## src/rtl/flag_pkg.sv

```systemverilog
package flag_pkg;
  localparam int FW = 64;
  localparam int CF_B = 0, PF_B = 2, AF_B = 4, ZF_B = 6, SF_B = 7;
  localparam int IF_B = 9, DF_B = 10;
  localparam int PL_LO = 12;
  localparam int RF_B = 16, VM_B = 17, AC_B = 18, ID_B = 21;
  localparam logic [FW-1:0] RESET_VAL = 64'h2;
  localparam logic [FW-1:0] IMPL_MASK = 64'h0000_0000_003F_7FD5;
  localparam logic [FW-1:0] POP_BASE  = 64'h0000_0000_0000_0DD5;
  localparam int NBYTE = 5;

  typedef enum logic [3:0] {
    OP_NOP = 4'd0, OP_SETC = 4'd1, OP_CLRC = 4'd2, OP_INVC = 4'd3,
    OP_SETD = 4'd4, OP_CLRD = 4'd5, OP_SETI = 4'd6, OP_CLRI = 4'd7,
    OP_BRD = 4'd8, OP_BWR = 4'd9, OP_PUSH = 4'd10, OP_POP = 4'd11
  } flag_op_e;

  function automatic int byte_pos(input int i);
    case (i)
      0: return SF_B;
      1: return ZF_B;
      2: return AF_B;
      3: return PF_B;
      default: return CF_B;
    endcase
  endfunction
endpackage

```

## src/rtl/flag_pop_mask.sv

```systemverilog
module flag_pop_mask
  import flag_pkg::*;
(
  input  logic          wide,
  input  logic [1:0]    cpl,
  input  logic [1:0]    iopl,
  output logic [FW-1:0] mask
);
  always_comb begin
    mask = POP_BASE;
    if (cpl == 2'd0) mask[PL_LO +: 2] = 2'b11;
    if (iopl >= cpl) mask[IF_B] = 1'b1;
    if (wide) begin
      mask[AC_B] = 1'b1;
      mask[ID_B] = 1'b1;
    end
  end
endmodule

```

## src/rtl/flag_update.sv

```systemverilog
module flag_update
  import flag_pkg::*;
(
  input  logic [3:0]    op,
  input  logic          wide,
  input  logic          long_mode,
  input  logic [FW-1:0] cur,
  input  logic [FW-1:0] wdata,
  input  logic [FW-1:0] pop_mask,
  output logic [FW-1:0] nxt,
  output logic [FW-1:0] rimg,
  output logic          rfire
);
  logic [FW-1:0] byte_img, byte_nxt, push_img;

  always_comb begin
    byte_img = '0;
    byte_img[1] = 1'b1;
    byte_nxt = cur;
  end

  logic [NBYTE-1:0] bsel_rd, bsel_wr;
  for (genvar i = 0; i < NBYTE; i++) begin : g_byte
    localparam int P = byte_pos(i);
    assign bsel_rd[i] = cur[P];
    assign bsel_wr[i] = wdata[P];
  end

  logic [FW-1:0] br, bw;
  always_comb begin
    br = byte_img;
    bw = byte_nxt;
    for (int i = 0; i < NBYTE; i++) begin
      br[byte_pos(i)] = bsel_rd[i];
      bw[byte_pos(i)] = bsel_wr[i];
    end
  end

  always_comb begin
    push_img = cur;
    push_img[RF_B] = 1'b0;
    push_img[VM_B] = 1'b0;
    if (!wide) push_img = {48'b0, cur[15:0]};
    else if (!long_mode) push_img[FW-1:32] = '0;
  end

  always_comb begin
    nxt = cur;
    rimg = '0;
    rfire = 1'b0;
    case (flag_op_e'(op))
      OP_SETC: nxt[CF_B] = 1'b1;
      OP_CLRC: nxt[CF_B] = 1'b0;
      OP_INVC: nxt[CF_B] = ~cur[CF_B];
      OP_SETD: nxt[DF_B] = 1'b1;
      OP_CLRD: nxt[DF_B] = 1'b0;
      OP_SETI: nxt[IF_B] = 1'b1;
      OP_CLRI: nxt[IF_B] = 1'b0;
      OP_BRD: begin rimg = br; rfire = 1'b1; end
      OP_BWR: nxt = bw;
      OP_PUSH: begin rimg = push_img; rfire = 1'b1; end
      OP_POP: nxt = (cur & ~pop_mask) | (wdata & pop_mask);
      default: nxt = cur;
    endcase
    nxt = (nxt & IMPL_MASK) | RESET_VAL;
  end
endmodule

```

## src/rtl/flag_reg_unit.sv

```systemverilog
module flag_reg_unit
  import flag_pkg::*;
(
  input  logic          clk,
  input  logic          rst,
  input  logic          op_valid,
  output logic          op_ready,
  input  logic [3:0]    op,
  input  logic          op_wide,
  input  logic          long_mode,
  input  logic [1:0]    cpl,
  input  logic [FW-1:0] wdata,
  output logic [FW-1:0] flags_q,
  output logic          rd_valid,
  output logic [FW-1:0] rd_data
);
  logic [FW-1:0] mask, nxt, rimg;
  logic rfire;

  assign op_ready = 1'b1;

  flag_pop_mask u_mask (
    .wide(op_wide), .cpl(cpl), .iopl(flags_q[PL_LO +: 2]), .mask(mask)
  );

  flag_update u_upd (
    .op(op), .wide(op_wide), .long_mode(long_mode), .cur(flags_q),
    .wdata(wdata), .pop_mask(mask), .nxt(nxt), .rimg(rimg), .rfire(rfire)
  );

  always_ff @(posedge clk) begin
    if (rst) begin
      flags_q  <= RESET_VAL;
      rd_valid <= 1'b0;
      rd_data  <= '0;
    end else begin
      rd_valid <= op_valid && rfire;
      if (op_valid) begin
        flags_q <= nxt;
        if (rfire) rd_data <= rimg;
      end
    end
  end
endmodule

```

## config.mk

```make
export PLATFORM = sky130hd
export DESIGN_NAME = flag_reg_unit
export DESIGN_NICKNAME = d
export VERILOG_FILES = /design/src/rtl/flag_pkg.sv /design/src/rtl/flag_pop_mask.sv /design/src/rtl/flag_update.sv /design/src/rtl/flag_reg_unit.sv
export SDC_FILE = /design/constraint.sdc
export NUM_CORES = 1
export LEC_CHECK = 0
export ABC_CLOCK_PERIOD_IN_PS = 1700
export BUFFER_PORTS_ARGS = -buffer_cell sky130_fd_sc_hd__clkbuf_2
export CAP_MARGIN = 10
export CORE_AREA = 2 2 80 82
export CTS_BUF_LIST = sky130_fd_sc_hd__clkbuf_4 sky130_fd_sc_hd__clkbuf_8 sky130_fd_sc_hd__clkbuf_16
export CTS_CLUSTER_DIAMETER = 60
export DETAILED_ROUTE_END_ITERATION = 8
export DIE_AREA = 0 0 82 84
export PLACE_DENSITY = 0.75
export SYNTH_ARGS = -nofsm -noshare
export SYNTH_HDL_FRONTEND = slang
export SYNTH_SLANG_ARGS = --single-unit
```

## constraint.sdc

```tcl
create_clock -name clk -period 1.7 [get_ports clk]
set_input_delay 0.085 -clock clk [delete_from_list [all_inputs] [get_ports clk]]
set_output_delay 0.085 -clock clk [all_outputs]
set_load 0.02 [all_outputs]
```

# ---- Word-level counts from Yosys, hierarchy flattened
# Cells that the tools add are included.
dict set report op_classes {
  add_sub_neg 0
  multipliers 0
  div_mod_pow 0
  order_cmp 1
  eq_ne 11
  shift 0
  mux 10
  bitwise_logic 6
  n_reduce_logical 14
}
# operator n
set ops {}
lappend ops {{$and A22 B22 Y22} 2}
lappend ops {{$pmux W22 S2} 1}
lappend ops {{$mux W22} 1}
lappend ops {{$not A22 Y22} 1}
lappend ops {{$or A22 B22 Y22} 1}
lappend ops {{$eq A4 B3 Y1 const B} 4}
lappend ops {{$eq A4 B4 Y1 const B} 4}
lappend ops {{$pmux W8 S2} 1}
lappend ops {{$reduce_and A2 Y1} 6}
lappend ops {{$eq A4 B2 Y1 const B} 2}
lappend ops {{$pmux W1 S3} 2}
lappend ops {{$reduce_bool A3 Y1} 2}
lappend ops {{$pmux W1 S5} 1}
lappend ops {{$reduce_bool A5 Y1} 1}
lappend ops {{$eq A4 B1 Y1 const B} 1}
lappend ops {{$mux W1} 3}
lappend ops {{$reduce_and A3 Y1} 1}
lappend ops {{$ge A2 B2 Y1} 1}
lappend ops {{$logic_not A2 Y1} 1}
lappend ops {{$mux W2} 1}
lappend ops {{$not A1 Y1} 2}
lappend ops {{$reduce_bool A2 Y1} 1}
lappend ops {{$reduce_or A2 Y1} 1}
lappend ops {{$logic_and A1 B1 Y1} 1}
dict set report totals {
  register_bits 83
  latchBits 0
  ram_bits 0
  rom_bits 0
  inputBits 75
  output_inout_bits 130
  n_memories 0
}

# ---- Longest topological paths before layout
dict set report logic_depth {
  ltp_word 6
  depth_mapped 7
  depth_no_buf 6
}

# ---- Hierarchy
# A second synthesis with hierarchy kept.
dict set report hier_totals {
  hier_cells 765
  area_unflattened_um2 6881.6
}
# module instances cells_per_inst area_each_um2 seq_area_each_um2
set by_module_without_submodules {}
lappend by_module_without_submodules {flag_reg_unit 1 503 5077.4 2582.5}
lappend by_module_without_submodules {flag_update 1 191 1281.2 0.0}
lappend by_module_without_submodules {flag_pop_mask 1 71 523.0 0.0}

# ---- Least setup slack after synthesis
# Ideal clock, no wire load.
dict set report synth_timing {
  path_kind {reg2reg}
  start {reg with a tool-made name}
  end {reg with a tool-made name}
  setup_time_ns 0.133
  arrival_ns 1.476
  setup_slack_ns 0.091
  stages_incl_launch_ff 7
  path_buffers 0
  path_cell_list {dfxtp_1 > inv_1 > ha_1 > nand2b_1 > a21o_1 > a221oi_1 > nor4b_2}
}

==> out/metrics.yaml <==
met1_usage_pct: 11.8
rows: 29
finalWorstSetupSlack_ps: 145
cts_root_buf: "clkbuf_8"
coreArea_mm2: 0.00610
synthAdderAreaFrac_pct: 1.28
drt_iter0_drc: 25
syn_area_mm2: 0.00195
grt_pass1_wl_um: 5160
final_layout_size_suffix_gt1_share_pct: 21.6
htree_levels: 1
ant_nets: 0
wirelength_um: 3510
met2_usage_pct: 16.1
hold_buffers: 0
powerDensity_mw_per_mm2: 697
worst-path-max-fanout: 4
start_util_pct: 32.0
ys_types: 29
drv_slew: 0
synth_xor_area_share_pct: 0
synth_ff_type: "dfxtp_1"
min_period_ps: 1550
synth_most_common_cell: "buf_4"
synth_mux_area_share_pct: 4.11
postCtsSetupBuffers: 0
seq_area_frac_synth_pct: 28.8
ys_ff_latch: 28
clk_path_buf_depth: 2
rsz0062_at_grt: "no"
multi_input_area_um2: 943
period_share_pct: 91.5
grt_max_degree: 29
routabilityCongestion: 0.743
cp_slowest_stage_delay_ps: 390
crit_chain: "inv_1 > ha_1 > nand2b_1 > a21o_1 > a221oi_2 > nor4b_2"
grt_remaining_overflow: 0
vdd_drop_max_uv: 380
critPathKind: "reg2reg"
post_drt_wl_per_cell_um: 9.79
hold_violations: 0
cap_violations: 0
arrival_ps: 1690
dp_cells: 356
worst_slew_pin_slew_ps: 583
slew_headroom_pct: 61.1
synth_top_area_cell: "buf_4"
leakage_nw: 0.994
hpwl_um: 2760
synth_commonest_cells: "buf_4 (103), dfxtp_1 (28), nand2_1 (22)"
path_clk_slew_ps: 90
cp.required_ps: 1840
synth_top_family_by_area: "buffers and inverters"
syn_to_final_growth_pct: -1.54
fin_nets: 361
syn_inst: 238
yosysWarnings: 0
via_per_inst: 3.74
die_w_um: 82
ff_latch_area_um2: 561
drc: 0
cts_made_buffers: 3
async_reset_ff_share_pct: 0
die_h_um: 84
stdcell_count: 359
holdWs_ps: 23.8
dr.pass1.iters: 4
clock_skew_ps: 5.84
hold_class: "in2reg"
port_buffers: 50
synth_area_per_cell_um2: 8.19
synthSimpleGateAreaFrac_pct: 16.5
start_kind: "flip-flop"
synth_top_area_share_pct: 39.7
setup_viol: 0
ios: 205
n_antenna_cell: 0
status: "complete, no violations"
cts_tree: "done"
timing.fmax_mhz: 643
fin_total_pwr_mw: 1.34
clock_sinks: 28
antenna_found_initial: 0
busiest_layer: "met2"
synth_edf_count: 0
synth-compound-area-share_pct: 6.55
critPathCaptureType: "flip-flop"
synthTopCellsByArea: "buf_4 (40%), dfxtp_1 (29%), a21oi_1 (4.4%)"
grt_usage_pct: 9.40
grt_pass1_vias: 1081
fillCellCount: 661
cp_slowest_cell: "dfxtp_1"
pre_cts_ws_ps: 117
fin_area_mm2: 0.00192
final_core_utilization_pct: 31.5
place_area_mm2: 0.00187
vias: 1343
use_met3_pct: 2.38
tns_ps: 0
dieArea_mm2: 0.00689
clock_latency_ps: 270
==> final timing paths <==
path / slack [ps] / start / end / depth (start not counted)
worst max register to register: 150 / flip-flop / flip-flop / 6
worst max-delay path: 150 / flip-flop / flip-flop / 6
worst min-delay path: 20 / wdata[8] / flags_q[8]$_SDFFE_PP0P_ / 3
worst min register to register: 460 / rd_data[8]$_SDFFE_PP0P_ / rd_data[8]$_SDFFE_PP0P_ / 2
==> power by group <==
group / switching, mW / internal (mW)
clock: 0.192 / 0.159
combinational: 0.271 / 0.0449
sequential: 0.00661 / 0.664
==> cell usage in the layout, fill, tap and decap left out, drive strengths merged <==
cell type,count
a211oi,1
a21o,1
a21oi,17
a221oi,1
buf,2
clkbuf,53
conb,102
dfxtp,28
ha,2
inv,3
mux2i,8
nand2,22
nand2b,1
nand3,7
nand3b,4
nand4,2
nand4b,2
nor2,18
nor3,2
nor4,1
nor4b,1
o21ai,2
o31a,1
or2,1
==> repair_timing <==
item,in CTS,in global routing
setup endpoints to repair,0,1
gates resized for setup,0,1
endpoints found under the hold margin,0,0
==> cell type report <==
class                      count  area share (%)
sequential                    28            29.2
tap                           77            5.02
clock buffer                   3            2.15
inverter                       3           0.587
timing repair buffer          52            13.8
multi-input combinational    196            49.2
==> worst max-delay path: cells and delay by family (launching register included) <==
| kind | cells | cell delay [ps] |
|---|---|---|
| buf+inv | 1 | 60 |
| fa+ha+maj | 1 | 260 |
| flops | 1 | 390 |
| simple gates | 2 | 220 |
| compound gates | 2 | 500 |
==> cell families (layout without fill, tap and decap cells) <==
family,count (synthesis),count (layout)
simple gates,61,61
other cells,2,102
flops,28,28
fa+ha+maj,2,2
mux,8,8
compound gates,23,23
buf+inv,114,58
==> per-layer routing <==
layer / part of all wire, % / wire length (µm) / vias to the layer above
met5: 0 / 0 / -
met4: 0 / 0 / 0
met3: 12 / 408 / 0
met2: 49 / 1720 / 92
met1: 39 / 1380 / 600
li1: - / - / 651
No activity file was read; power rests on OpenSTA's default activity.
